$ cat config.mk
export PLATFORM = sky130hd
export DESIGN_NAME = serial_id_responder
export DESIGN_NICKNAME = d
export VERILOG_FILES = /design/src/rtl/sid_pkg.sv /design/src/rtl/sid_seq_ctrl.sv /design/src/rtl/sid_bit_pick.sv /design/src/rtl/serial_id_responder.sv
export SDC_FILE = /design/constraint.sdc
export NUM_CORES = 1
export LEC_CHECK = 0
export ABC_AREA = 1
export BUFFER_PORTS_ARGS = -buffer_cell sky130_fd_sc_hd__buf_4
export CORE_AREA = 2 2 39 41
export CTS_CLUSTER_DIAMETER = 80
export CTS_CLUSTER_SIZE = 10
export DETAILED_ROUTE_END_ITERATION = 8
export DIE_AREA = 0 0 41 43
export GPL_TIMING_DRIVEN = 0
export PLACE_DENSITY = 0.3
export SYNTH_ARGS = -nofsm -noshare
export SYNTH_HDL_FRONTEND = slang
export SYNTH_SLANG_ARGS = --single-unit
$ cat constraint.sdc
create_clock -name clk -period 1 [get_ports clk]
set_input_delay 0.1 -clock clk [delete_from_list [all_inputs] [get_ports clk]]
set_output_delay 0.1 -clock clk [all_outputs]
set_load 0.02 [all_outputs]
$ cat src/rtl/sid_pkg.sv
package sid_pkg;
   typedef enum logic {SID_ENC_BINARY = 1'b0, SID_ENC_ONEHOT = 1'b1} sid_enc_e;
   typedef enum logic {SID_IDLE = 1'b0, SID_SEND = 1'b1} sid_phase_e;
endpackage

$ cat src/rtl/sid_seq_ctrl.sv
module sid_seq_ctrl #(
   parameter int                ID_LEN = 4,
   parameter sid_pkg::sid_enc_e ENC    = sid_pkg::SID_ENC_BINARY
) (
   input  logic              clk,
   input  logic              rst,
   input  logic              start,
   output logic [ID_LEN-1:0] slot_oh,
   output logic              busy
);
   localparam int IW = (ID_LEN > 1) ? $clog2(ID_LEN) : 1;

   generate
      if (ENC == sid_pkg::SID_ENC_ONEHOT) begin : g_onehot
         logic [ID_LEN-1:0] chain_q;
         always_ff @(posedge clk) begin
            if (rst)                 chain_q <= '0;
            else if (chain_q == '0)  chain_q <= start ? ID_LEN'(1) : '0;
            else                     chain_q <= chain_q << 1;
         end
         assign slot_oh = chain_q;
      end else begin : g_binary
         localparam logic [IW-1:0] LAST = IW'(ID_LEN - 1);
         sid_pkg::sid_phase_e phase_q;
         logic [IW-1:0]       pos_q;
         always_ff @(posedge clk) begin
            if (rst) begin
               phase_q <= sid_pkg::SID_IDLE;
               pos_q   <= '0;
            end else if (phase_q == sid_pkg::SID_IDLE) begin
               if (start) phase_q <= sid_pkg::SID_SEND;
               pos_q <= '0;
            end else if (pos_q == LAST) begin
               phase_q <= sid_pkg::SID_IDLE;
               pos_q   <= '0;
            end else begin
               pos_q <= pos_q + 1'b1;
            end
         end
         always_comb begin
            for (int i = 0; i < ID_LEN; i++)
               slot_oh[i] = (phase_q == sid_pkg::SID_SEND) && (pos_q == IW'(i));
         end
      end
   endgenerate

   assign busy = |slot_oh;

   // at most one transmit position active at a time
   a_r8_single_slot: assert property (@(posedge clk) disable iff (rst) $onehot0(slot_oh));
   // idle without a request stays idle
   a_r2_hold_idle: assert property (@(posedge clk) disable iff (rst) (!busy && !start) |=> !busy);
   // a request in idle enters the first position
   a_r3_enter_first: assert property (@(posedge clk) disable iff (rst) (!busy && start) |=> slot_oh[0]);
   // last position always returns to idle
   a_r6_back_to_idle: assert property (@(posedge clk) disable iff (rst) slot_oh[ID_LEN-1] |=> !busy);

   generate
      for (genvar g = 0; g < ID_LEN - 1; g++) begin : g_step
         // positions advance every cycle regardless of the request
         a_r5_advance: assert property (@(posedge clk) disable iff (rst) slot_oh[g] |=> slot_oh[g+1]);
      end
   endgenerate
endmodule

$ cat src/rtl/sid_bit_pick.sv
module sid_bit_pick #(
   parameter int                ID_LEN  = 4,
   parameter logic [ID_LEN-1:0] ID_CODE = 4'b1101
) (
   input  logic [ID_LEN-1:0] slot_oh,
   output logic              sdata
);
   logic [ID_LEN-1:0] send_order;

   generate
      for (genvar g = 0; g < ID_LEN; g++) begin : g_order
         assign send_order[g] = ID_CODE[ID_LEN-1-g];
      end
   endgenerate

   assign sdata = |(slot_oh & send_order);
endmodule

$ cat src/rtl/serial_id_responder.sv
module serial_id_responder #(
   parameter int                ID_LEN  = 4,
   parameter logic [ID_LEN-1:0] ID_CODE = 4'b1101,
   parameter sid_pkg::sid_enc_e ENC     = sid_pkg::SID_ENC_BINARY
) (
   input  logic clk,
   input  logic rst,
   input  logic req,
   output logic sdata,
   output logic busy
);
   generate
      if (ID_LEN < 1) begin : g_bad_len
         $error("serial_id_responder: ID_LEN must be at least 1");
      end
   endgenerate

   logic [ID_LEN-1:0] slot_oh;

   sid_seq_ctrl #(.ID_LEN(ID_LEN), .ENC(ENC)) u_ctrl (
      .clk(clk), .rst(rst), .start(req), .slot_oh(slot_oh), .busy(busy)
   );

   sid_bit_pick #(.ID_LEN(ID_LEN), .ID_CODE(ID_CODE)) u_pick (
      .slot_oh(slot_oh), .sdata(sdata)
   );

   // reset always yields idle on the next cycle
   a_r1_reset_idle: assert property (@(posedge clk) rst |=> (!busy && !sdata));
   // line low outside transmissions
   a_r8_quiet_line: assert property (@(posedge clk) disable iff (rst) !busy |-> !sdata);
   // first bit sent is the leftmost code bit
   a_r4_first_bit: assert property (@(posedge clk) disable iff (rst) slot_oh[0] |-> (sdata == ID_CODE[ID_LEN-1]));
   // last bit sent is the rightmost code bit
   a_r4_last_bit: assert property (@(posedge clk) disable iff (rst) slot_oh[ID_LEN-1] |-> (sdata == ID_CODE[0]));
endmodule

After elaboration in Yosys (flattened, before gate mapping)
Cells that the tools add are included.
{"block": "classes", "n_addsub": 1, "n_mux": 3, "n_bitwise": 1, "reduce_logical": 8, "n_eq_ne": 3}
{"cell": "OR reduction 3 bit", "n": 2}
{"cell": "== test 2 bit (second input constant)", "n": 2}
{"cell": "logical AND 1 bit", "n": 4}
{"cell": "OR reduction 4 bit", "n": 1}
{"cell": "two-way mux 1 bit", "n": 3}
{"cell": "adder 2 x 1 -> 2 bit (second input constant)", "n": 1}
{"cell": "== test 2 x 1 -> 1 bit (second input constant)", "n": 1}
{"cell": "zero test 2 bit", "n": 1}
{"cell": "inverter 1 bit", "n": 1}
{"block": "totals", "register_bits": 3, "in_bits": 3, "out_inout_bits": 2, "word_cells": 18}

Logic depth before layout (Yosys ltp)
{"block": "depth", "ltp_word": 3, "depth_mapped": 4, "ltp_nobuf": 4}

Cells and area by module
A second synthesis with hierarchy kept.
{"block": "unflattened", "cells_unflattened": 32, "area_unflattened_um2": 212.7}
{"module": "sid_seq_ctrl", "n_inst": 1, "seq_area_each_um2": 60.1, "cells_per_inst": 29, "area_per_inst_um2": 201.4}
{"module": "sid_bit_pick", "n_inst": 1, "seq_area_each_um2": 0.0, "cells_per_inst": 3, "area_per_inst_um2": 11.3}

Least setup slack after synthesis
Ideal clock, no wire load.
{"block": "synth_timing", "path_kind": "flip-flop to output port", "startpoint": "reg u_ctrl.g_binary.pos_q[0]", "endpoint": "out busy", "stages_incl_launch_ff": 5, "arrival_time_ps": 957, "t_required_ps": 900, "n_path_buf": 0, "path_slack_ps": -57, "path_cell_list": "dfxtp_1 > inv_1 > ha_1 > o21ai_0 > nand2_1"}
{"block": "synth_between", "elab_chain_len": 3, "elab_cells_between_ends": 9, "cone_classes": "eq/ne (3); reduce/logical (6)"}
{"item": "from (decl)", "line_no": "sid_seq_ctrl.sv:25", "text": "logic [IW-1:0] pos_q;"}
{"item": "from (signal assigned)", "line_no": "sid_seq_ctrl.sv:37", "text": "pos_q <= pos_q + 1'b1;"}
{"item": "== test 2 x 1 -> 1 bit (tied with other cells)", "line_no": "sid_seq_ctrl.sv:42", "text": "slot_oh[i] = (phase_q == sid_pkg::SID_SEND) && (pos_q == IW'(i));"}
{"item": "logical AND 1 bit", "line_no": "sid_seq_ctrl.sv:42"}
{"item": "OR reduction 4 bit *", "line_no": "sid_seq_ctrl.sv:47", "text": "assign busy = |slot_oh;"}
{"item": "to (decl)", "line_no": "serial_id_responder.sv:10", "text": "output logic busy"}
Every way passes the cells marked *; elsewhere a longest branch is shown, timed or not.

Worst setup path after layout
{"block": "layout_timing", "startpoint": "reg u_ctrl.g_binary.pos_q[1]", "endpoint": "out busy"}
Same word-level chain as after synthesis.

==> impl_metrics.json <==
{
  "status": "finished with violations",
  "violations": "negative setup slack",
  "design.core.area_um2": 1380,
  "maxCapViolCount": 0,
  "wl_per_cell_um": 6.74,
  "final_hold_viol_count": 0,
  "worst_path_largest_cell_delay_ns": 0.34,
  "drc": 0,
  "synthDistinctLibCells": 7,
  "grt_pass1_vias": 153,
  "drv_slew": 0,
  "fin_nets": 39,
  "critical_path_arrival_ns": 1.13,
  "synth_area_per_cell_um2": 7.56,
  "antenna_found_initial": 0,
  "syn_to_final_growth_pct": 60.4,
  "yosys-top-cells-count": "inv_1, ha_1, nand2_1, nor2_1, dfxtp_1",
  "n_antenna_cell": 0,
  "synth_edf_count": 0,
  "dr.pass1.iters": 2,
  "synthFlopType": "dfxtp_1",
  "relSlewSlack_pct": 88.8,
  "drive_above_1_share_pct": 51.6,
  "timing.fmax_mhz": 811,
  "yosysSeqAreaShare_pct": 34.5,
  "min_period_over_period_pct": 123,
  "grt.overflow.total": 0,
  "crit_path_cell_trace": "inv_2 > ha_2 > o21ai_2 > nand2_1 > buf_6",
  "vias": 158,
  "core.rowCount": 14,
  "die_h_um": 43,
  "min_period_ns": 1.23,
  "grt_usage_pct": 5.12,
  "worst_path_max_delay_cell": "dfxtp_2",
  "ir_worst_vdd_v": 0.000513,
  "tightestPinTransition_ns": 0.168,
  "yosys_warnings": 0,
  "setup_violations": 2,
  "wirelength_um": 317,
  "initial_core_util_pct": 12.6,
  "insertion_delay_ns": 0.23,
  "place_hpwl_um": 231,
  "synth_fp_nets": 30,
  "ys_ff_latch": 3,
  "fillers": 162,
  "post-synth-top-count-cell": "inv_1",
  "regArea_um2": 65.1,
  "final_antenna_net_count": 0,
  "synth_area_leaders": "dfxtp_1, ha_1, inv_1, nand2_1, nor2_1",
  "synth.top_cell.area_share_pct": 34.5,
  "routed_via_density": 3.36,
  "fin_tns_setup_ns": -0.460,
  "yosys.area.top_type": "dfxtp_1",
  "critPathKind": "reg2out",
  "htreeDepth": 1,
  "numCtsBuffers": 3,
  "p_total_uw": 399,
  "ios": 5,
  "powerDensity_nw_per_um2": 1430,
  "critPathLaunchType": "register",
  "rsz0062_at_grt": "true",
  "die_w_um": 41,
  "grt_max_degree": 6,
  "skew_ns": 0.00163,
  "cp_num_buf_inv": 2,
  "fp.dieArea_um2": 1760,
  "cp_top_family": "flip-flops",
  "multi_input_area_um2": 109,
  "power_leakage_nw": 0.126,
  "grt_pass1_wl_um": 531,
  "setup_slack_ns": -0.234,
  "crit_fanout": 3,
  "required_ns": 0.90,
  "cts_tree": "done",
  "pre_cts_ws_ns": -0.122,
  "clock_path_buffers": 2,
  "gp_congestion": 0.566,
  "async_flop_share_pct": 0,
  "clk_pin_slew_ns": 0.04,
  "hold_path_class": "in2reg",
  "syn-cell-area_um2": 174,
  "root_buffer": "clkbuf_4",
  "netlist_instances": 23,
  "initialDrtViolationCount": 2,
  "clock_sinks": 3,
  "end_kind": "primary output",
  "io_buffers": 4
}
per-stage QoR:
stage | util [%] | area (um2) | hold slack [ns] | instances
3_3_place_gp | 16.2 | 224 | 0.327 | 43
6_report | 20.2 | 279 | 0.103 | 47
5_1_grt | 20.2 | 279 | 0.122 | 47
3_5_place_dp | 16.2 | 224 | 0.338 | 43
4_1_cts | 19.4 | 269 | 0.0951 | 47
2_1_floorplan | - | 174 | 0.229 | 23
cell usage in the layout, fill, tap and decap left out:
master,n
nand2_1,4
nor2_1,4
ha_2,4
inv_1,3
clkbuf_4,3
buf_4,2
buf_6,2
inv_2,1
inv_4,1
o21ai_2,1
o21ai_1,1
nand3_1,1
clkbuf_1,1
dfxtp_1,1
dfxtp_4,1
dfxtp_2,1
what timing repair did:
action / in CTS / in global routing
gates resized for setup: 10 / 4
buffers inserted: 0 / 0
pin swaps: 3 / 2
hold buffers: 0 / 0
endpoints found under the setup margin: 2 / 2
path summary, 6_finish.rpt:
| check | from | end | slack [ns] | cells past startpoint |
|---|---|---|---|---|
| min reg2reg | u_ctrl.g_binary.pos_q[0]$_SDFF_PP0_ | u_ctrl.g_binary.pos_q[0]$_SDFF_PP0_ | 0.45 | 1 |
| max | u_ctrl.g_binary.pos_q[1]$_SDFF_PP0_ | busy | -0.23 | 5 |
| min | req | u_ctrl.g_binary.phase_q$_SDFF_PP0_ | 0.10 | 3 |
| max reg2reg | u_ctrl.g_binary.pos_q[0]$_SDFF_PP0_ | u_ctrl.g_binary.pos_q[1]$_SDFF_PP0_ | 0.14 | 4 |
final cells by class:
type | instances | area share (%)
repair buffers | 4 | 13.5
clock buffers | 4 | 9.42
flip-flops and latches | 3 | 23.3
multi-input cells | 15 | 39.0
well taps | 16 | 7.17
inverters | 5 | 7.62
worst min-delay path, cell delays in order:
cell    delay (ns)
buf_4         0.08
nor2_1        0.03
nor2_1        0.09
logic make-up (layout without fill, tap and decap cells):
| group | count (synthesis) | count (layout) | synth area share, % |
|---|---|---|---|
| buffers and inverters | 5 | 13 | 10.8 |
| and+or+nand+nor | 9 | 9 | 20.1 |
| AOI/OAI and AO/OA | 2 | 2 | 5.76 |
| DFF | 3 | 3 | 34.5 |
| adders and majority gates | 4 | 4 | 28.8 |
state kept, by name (all words and copies together) (netlist names):
| signal | cells |
|---|---|
| u_ctrl.g_binary.pos_q | 2 |
| u_ctrl.g_binary.phase_q | 1 |
power by group:
group	switching, mW	internal [mW]
sequential	0.00824	0.126
combinational	0.0269	0.0284
clock	0.0599	0.149
total	0.0951	0.303
metal layers:
metal / vias up / track usage, % / wire length (um)
li1: 85 / - / -
met4: 0 / 4.00 / 0
met2: 6 / 6.56 / 140
met3: 0 / 6.28 / 33
met1: 67 / 3.85 / 142
met5: - / 0 / 0
Note: power is estimated with default switching activity, not from simulation.
